[config.mk]
export PLATFORM = sky130hd
export DESIGN_NAME = mstr_slice_timer
export DESIGN_NICKNAME = d
export VERILOG_FILES = /design/src/rtl/slice_pkg.sv /design/src/rtl/slice_cfg_reg.sv /design/src/rtl/slice_down_cnt.sv /design/src/rtl/mstr_slice_timer.sv
export SDC_FILE = /design/constraint.sdc
export NUM_CORES = 1
export LEC_CHECK = 0
export BUFFER_PORTS_ARGS = -buffer_cell sky130_fd_sc_hd__buf_4
export CAP_MARGIN = 25
export CELL_PAD_IN_SITES_DETAIL_PLACEMENT = 2
export CELL_PAD_IN_SITES_GLOBAL_PLACEMENT = 2
export CORE_MARGIN = 5
export CORE_UTILIZATION = 27
export CTS_CLUSTER_SIZE = 10
export DETAILED_ROUTE_END_ITERATION = 8
export HOLD_SLACK_MARGIN = 0.15
export PLACE_DENSITY = 0.76
export SLEW_MARGIN = 30
export SYNTH_ARGS = -nofsm -noshare
export SYNTH_HDL_FRONTEND = slang
export SYNTH_HIERARCHICAL = 1
export SYNTH_SLANG_ARGS = --single-unit
[constraint.sdc]
create_clock -name clk -period 1.9 [get_ports clk]
set_clock_uncertainty 0.05 [all_clocks]
set_input_delay 0.38 -clock clk [delete_from_list [all_inputs] [get_ports clk]]
set_output_delay 0.38 -clock clk [all_outputs]
set_load 0.005 [all_outputs]
[src/rtl/slice_pkg.sv]
package slice_pkg;
   localparam int SLICE_REG_W      = 8;
   localparam int SLICE_FIXED_LSBS = 3;
   localparam bit SLICE_ZERO_MAX   = 1'b1;
endpackage

[src/rtl/slice_cfg_reg.sv]
module slice_cfg_reg #(
   parameter int REG_W      = 8,
   parameter int FIXED_LSBS = 3
) (
   input  logic             clk,
   input  logic             rst_n,
   input  logic             wr,
   input  logic [REG_W-1:0] wdata,
   output logic [REG_W-1:0] value
);
   localparam logic [REG_W-1:0] WR_MASK = ~((REG_W)'((1 << FIXED_LSBS) - 1));

   if (FIXED_LSBS >= REG_W) begin : g_bad_lsbs
      $error("slice_cfg_reg: FIXED_LSBS must be below REG_W");
   end

   logic [REG_W-1:0] val_q;

   always_ff @(posedge clk or negedge rst_n) begin
      if (!rst_n)  val_q <= '0;
      else if (wr) val_q <= wdata & WR_MASK;
   end

   assign value = val_q;
endmodule

[src/rtl/slice_down_cnt.sv]
module slice_down_cnt #(
   parameter int REG_W     = 8,
   parameter bit ZERO_MAX  = 1'b1
) (
   input  logic             clk,
   input  logic             rst_n,
   input  logic             load,
   input  logic             own,
   input  logic [REG_W-1:0] slice,
   output logic             expired
);
   localparam int CNT_W = REG_W + 1;

   logic [CNT_W-1:0] load_val;
   logic             load_zero;
   logic [CNT_W-1:0] cnt_q;
   logic             exp_q;

   if (ZERO_MAX) begin : g_zero_max
      assign load_val  = (slice == '0) ? (CNT_W)'(1 << REG_W) : {1'b0, slice};
      assign load_zero = 1'b0;
   end else begin : g_zero_raw
      assign load_val  = {1'b0, slice};
      assign load_zero = (slice == '0);
   end

   always_ff @(posedge clk or negedge rst_n) begin
      if (!rst_n) begin
         cnt_q <= '0;
         exp_q <= 1'b0;
      end else if (load) begin
         cnt_q <= load_val;
         exp_q <= load_zero;
      end else if (own && cnt_q != '0) begin
         cnt_q <= cnt_q - 1'b1;
         if (cnt_q == (CNT_W)'(1)) exp_q <= 1'b1;
      end
   end

   assign expired = exp_q;
endmodule

[src/rtl/mstr_slice_timer.sv]
module mstr_slice_timer
   import slice_pkg::*;
#(
   parameter int REG_W      = SLICE_REG_W,
   parameter int FIXED_LSBS = SLICE_FIXED_LSBS,
   parameter bit ZERO_MAX   = SLICE_ZERO_MAX
) (
   input  logic             clk,
   input  logic             rst_n,
   input  logic             cfg_wr,
   input  logic [REG_W-1:0] cfg_wdata,
   input  logic             txn_start,
   input  logic             bus_own,
   input  logic             gnt,
   output logic [REG_W-1:0] cfg_rdata,
   output logic             slice_expired,
   output logic             release_req
);
   if (REG_W < 2 || REG_W > 16) begin : g_bad_width
      $error("mstr_slice_timer: REG_W out of range");
   end

   logic [REG_W-1:0] slice_val;

   slice_cfg_reg #(.REG_W(REG_W), .FIXED_LSBS(FIXED_LSBS)) u_reg (
      .clk   (clk),
      .rst_n (rst_n),
      .wr    (cfg_wr),
      .wdata (cfg_wdata),
      .value (slice_val)
   );

   slice_down_cnt #(.REG_W(REG_W), .ZERO_MAX(ZERO_MAX)) u_cnt (
      .clk     (clk),
      .rst_n   (rst_n),
      .load    (txn_start),
      .own     (bus_own),
      .slice   (slice_val),
      .expired (slice_expired)
   );

   assign cfg_rdata   = slice_val;
   assign release_req = slice_expired & ~gnt;
endmodule

======== After elaboration in Yosys (flattened, before gate mapping) ========
Cells that the tools add are included.
word-level totals
  register bits ........................... 15
  input bits .............................. 14
  output and inout port bits .............. 10
  word-level logic and storage cells ...... 19
operators by class
  add/sub/neg operators ................... 1
  eq/ne operators ......................... 1
  mux-type cells .......................... 6
  bitwise logic cells ..................... 2
  reductions and logical operators ........ 6
operator list
  operator               count
  $mux W9                3
  $eq A9 B1 Y1 const B   1
  $reduce_bool A9 Y1     1
  $sub A9 B1 Y9 const B  1
  $logic_not A8 Y1       1
  $reduce_bool A2 Y1     2
  $mux W1                3
  $reduce_and A2 Y1      1
  $and A1 B1 Y1          1
  $logic_and A1 B1 Y1    1
  $not A1 Y1             1

======== Logic depth before layout (Yosys ltp) ========
  word-level depth ........................ 4
  depth in mapped cells ................... 6
  mapped depth without buffers ............ 6

======== By module ========
The synthesis kept the hierarchy.
modules (own cells, without submodules)
  module            instances  cells an instance  area an instance (µm²)  seq. area each (µm²)
  slice_down_cnt    1          70                 639.4                   250.2
  slice_cfg_reg     1          14                 207.7                   125.1
  mstr_slice_timer  1          1                  13.8                    0.0

======== Least setup slack after synthesis ========
Ideal clock, no wire load.
  kind .................................... reg2reg
  start ................................... reg u_cnt.cnt_q[2]
  end ..................................... reg u_cnt.cnt_q[7]
  setup time .............................. 82 ps
  arrival time ............................ 1866 ps
  data required time ...................... 1768 ps
  path slack .............................. -98 ps
  stages on the path, launching flop included .. 5
  path buffers ............................ 0
  period minus slack after synthesis ...... 1998 ps
  path through ............................ dfrtp_1 > or4b_4 > a211o_1 > or4b_1 > a31oi_1
on the way
  longest elaborated chain between the ends .. 3
  elaborated cells on any way between the ends .. 6
  classes of those cells .................. add/sub: 1; mux: 2; reduce/logical: 3
ends and longest elaborated chain
  item                                                        line                                        RTL
  start, declared                                             slice_down_cnt.sv:16                        logic [CNT_W-1:0] cnt_q;
  start signal, assigned                                      slice_down_cnt.sv:32                        cnt_q <= load_val;
  start signal, assigned                                      slice_down_cnt.sv:35                        cnt_q <= cnt_q - 1'b1;
  $sub A9 B1 Y9 / $reduce_bool A9 Y1 (equally long branches)  slice_down_cnt.sv:35, slice_down_cnt.sv:34
  $mux W9 / $logic_and A1 B1 Y1 (equally long branches)       slice_down_cnt.sv:34                        end else if (own && cnt_q != '0) begin
  $mux W9 / $reduce_bool A2 Y1 (equally long branches)        -
Parallel ways exist; a longest one is shown, timed or not. The select of a mux whose other input is x is not followed.
A chain may end at the register's enable or synchronous reset.

======== Worst setup path after layout ========
  start ................................... reg u_cnt.cnt_q[1]
  end ..................................... reg u_cnt.cnt_q[7]
The elaborated chain is that of the path after synthesis.

==> results_dict.tcl <==
set metrics [dict create \
    required_ns 2.06 \
    grt_usage_pct 13.3 \
    path_max_fanout 3 \
    critPathSlowestCell "or4b_4" \
    nets 135 \
    drtIter0Drc 10 \
    slew_viol_final 0 \
    routed_wl_um 2570 \
    fmax_ghz 0.498 \
    cts.sinks 15 \
    drive_gt1_share_pct 37.6 \
    fin_tns_setup_ns -0.170 \
    startpoint "u_cnt/cnt_q[1]$_DFFE_PN0P_" \
    post-route-drc-count 0 \
    finalHoldViolCount 0 \
    dieWidth_um 66.5 \
    fin_area_um2 1170 \
    tritoncts "yes" \
    total_power_uw 809 \
    fin_cells 161 \
    start_kind "flop" \
    reg2reg_depth 4 \
    vias 759 \
    antennaDiodeCount 0 \
    rsz0062_at_grt "yes" \
    rows 20 \
    antenna_found_initial 0 \
    area_growth_pct 35.9 \
    netlist_instances 85 \
    holdWs_ns 0.281 \
    cts_buffers 3 \
    max_cap_viol_count 0 \
    detail-route-antenna-nets 0 \
    clock_latency_ns 0.28 \
    die_area_um2 4420 \
    start_util_pct 28.2 \
    ys_seq_area_share_pct 43.6 \
    synth_top_area_share_pct 43.6 \
    min_period_ns 2.01 \
    via_per_inst 4.71 \
    root_buffer "clkbuf_4" \
    grt_pass1_wl_um 4380 \
    place_area_um2 1120 \
    synth_top_area_cell "dfrtp_1" \
    syn_area_um2 861 \
    status "finished with violations" \
    crit_cells 4 \
    gp_congestion 0.754 \
    ir_drop_mv 0.441 \
    ys_ff_latch 15 \
    clockBufferDepth 2 \
    cp-end-kind "flop" \
    placement.io_buffers 17 \
    ios 24 \
    grt.overflow.total 0 \
    power_density_nw_per_um2 691 \
    critPathTopFamily "simple AND/OR/NAND/NOR gates" \
    first_pass_iters 3 \
    htree_levels 1 \
    rrSetupSlack_ns -0.11 \
    dp.cells 155 \
    violations "setup timing" \
    path_buf_inv 0 \
    syn_area_per_cell_um2 10.1 \
    cp.arrival_ns 2.17 \
    worst_slack_ns -0.110 \
    detailed_place_hpwl_um 1960 \
    wl_per_cell_um 16.0 \
    hp-class "input pin to flop" \
    r2r-start "u_cnt/cnt_q[1]$_DFFE_PN0P_" \
    synth_area_leaders "dfrtp_1, mux2_2, ha_1, o21ai_0, nand2_1" \
    grt_max_degree 22 \
    timing.rr.end "u_cnt/cnt_q[7]$_DFFE_PN0P_" \
    path_clk_slew_ns 0.09 \
    yosys_warnings 6 \
    setup-violations-final 2 \
    period_share_pct 106 \
    synth_cell_types 35 \
    grt_pass1_vias 888 \
    path_cells "or4b_4, a211o_1, or4b_1, a31oi_1" \
    cpPeakStageDelay_ns 0.55 \
    endpoint "u_cnt/cnt_q[7]$_DFFE_PN0P_" \
    core_area_um2 3050 \
    path_class "flop to flop" \
    fp.dieH_um 66.5 \
    leakage_nw 0.542 \
]
-- synthesized netlist by cell type --
cell type  count
clkbuf_1       2
nor4_2         1
nor2b_4        1
a211oi_1       1
nand4bb_1      1
o21ai_0        6
nor4_1         1
buf_4          3
or4b_1         1
a21oi_1        4
ha_1           3
nor4b_1        1
conb_1         1
and3_1         2
a211o_1        1
mux2_2         5
a21boi_0       1
nand2_1        7
nor2b_1        2
or4_1          1
inv_1          3
a41oi_1        1
and2_1         1
a31oi_1        2
nand2b_1       1
nor2_1         5
dfrtp_1       15
a21o_1         1
nor3_1         2
or4b_4         1
o22a_1         2
a311o_1        1
o41ai_1        1
xnor2_1        3
nand3_1        1
-- report_power, final --
group	internal (mW)	switching (mW)
Sequential	0.354	0.0361
Clock	0.0814	0.105
Combinational	0.124	0.108
Total	0.560	0.249
-- sequential cells by signal, summed over array words and instances (netlist names) --
signal	cells
u_cnt/cnt_q	9
u_reg/value	5
u_cnt/expired	1
-- final cells by class --
cell class	count	area [um^2]
clock buffers	4	26.3
fillers	350	1880
inverters	3	11.3
multi-input cells	64	467
flip-flops and latches	15	375
well taps	44	55.1
repair buffers	31	235
-- layout by cell type, fill, tap and decap left out, types with 2 or more instances in the layout --
master	count
nor2b_1	2
a31oi_1	2
nor3_1	2
mux2_2	5
o21ai_0	6
xnor2_1	3
inv_1	3
nand2_1	7
ha_1	3
a21oi_1	4
conb_1	3
dfrtp_1	15
clkbuf_4	3
nor2_1	5
buf_4	30
and3_1	2
o22a_1	2
-- metal layers --
layer  wire length [um]  share of wire, %  GRT usage, %
met1               1130                44          15.5
met2               1330                52          23.9
met3                 74               2.9          2.19
met4                 34               1.3          5.33
met5                  0                 0             0
-- stage by stage --
step	setup slack, ns	util [%]
after global placement	-0.0699	36.6
after floorplan	-0.0668	-
after detailed placement	-0.107	36.6
after CTS	-0.118	37.8
after global routing	-0.190	38.3
final	-0.110	38.3
-- kinds of logic (layout without fill, tap and decap cells) --
kind of cell | count (synthesis) | after routing | synth area share (%)
adder cells (fa/ha/maj) | 3 | 3 | 4.36
flip-flops | 15 | 15 | 43.6
buffers and inverters | 8 | 38 | 4.80
AND/OR/NAND/NOR | 29 | 29 | 21.1
XOR/XNOR | 3 | 3 | 3.05
AO/OA/AOI/OAI | 21 | 21 | 16.1
other | 1 | 3 | 0.436
multiplexers | 5 | 5 | 6.54
-- how the worst min path moves through the flow --
stage                      start  slack, ns                    endpoint  depth (start not counted)
floorplan                  rst_n       0.03  u_cnt/cnt_q[0]$_DFFE_PN0P_                          0
global placement           rst_n       0.20  u_cnt/cnt_q[1]$_DFFE_PN0P_                          1
detailed placement         rst_n       0.20   u_cnt/expired$_DFFE_PN0P_                          1
CTS                 cfg_wdata[6]       0.27  u_reg/value[6]$_DFFE_PN0P_                          2
global route        cfg_wdata[4]       0.27  u_reg/value[4]$_DFFE_PN0P_                          2
finish              cfg_wdata[6]       0.28  u_reg/value[6]$_DFFE_PN0P_                          2
-- timing repair --
item | CTS | global route
setup endpoints to repair | 2 | 6
resized for setup | 0 | 2
hold buffers | 1 | 0
endpoints found under the hold margin | 15 | 0
setup buffers | 0 | 1
Note: power is estimated with default switching activity, not from simulation.
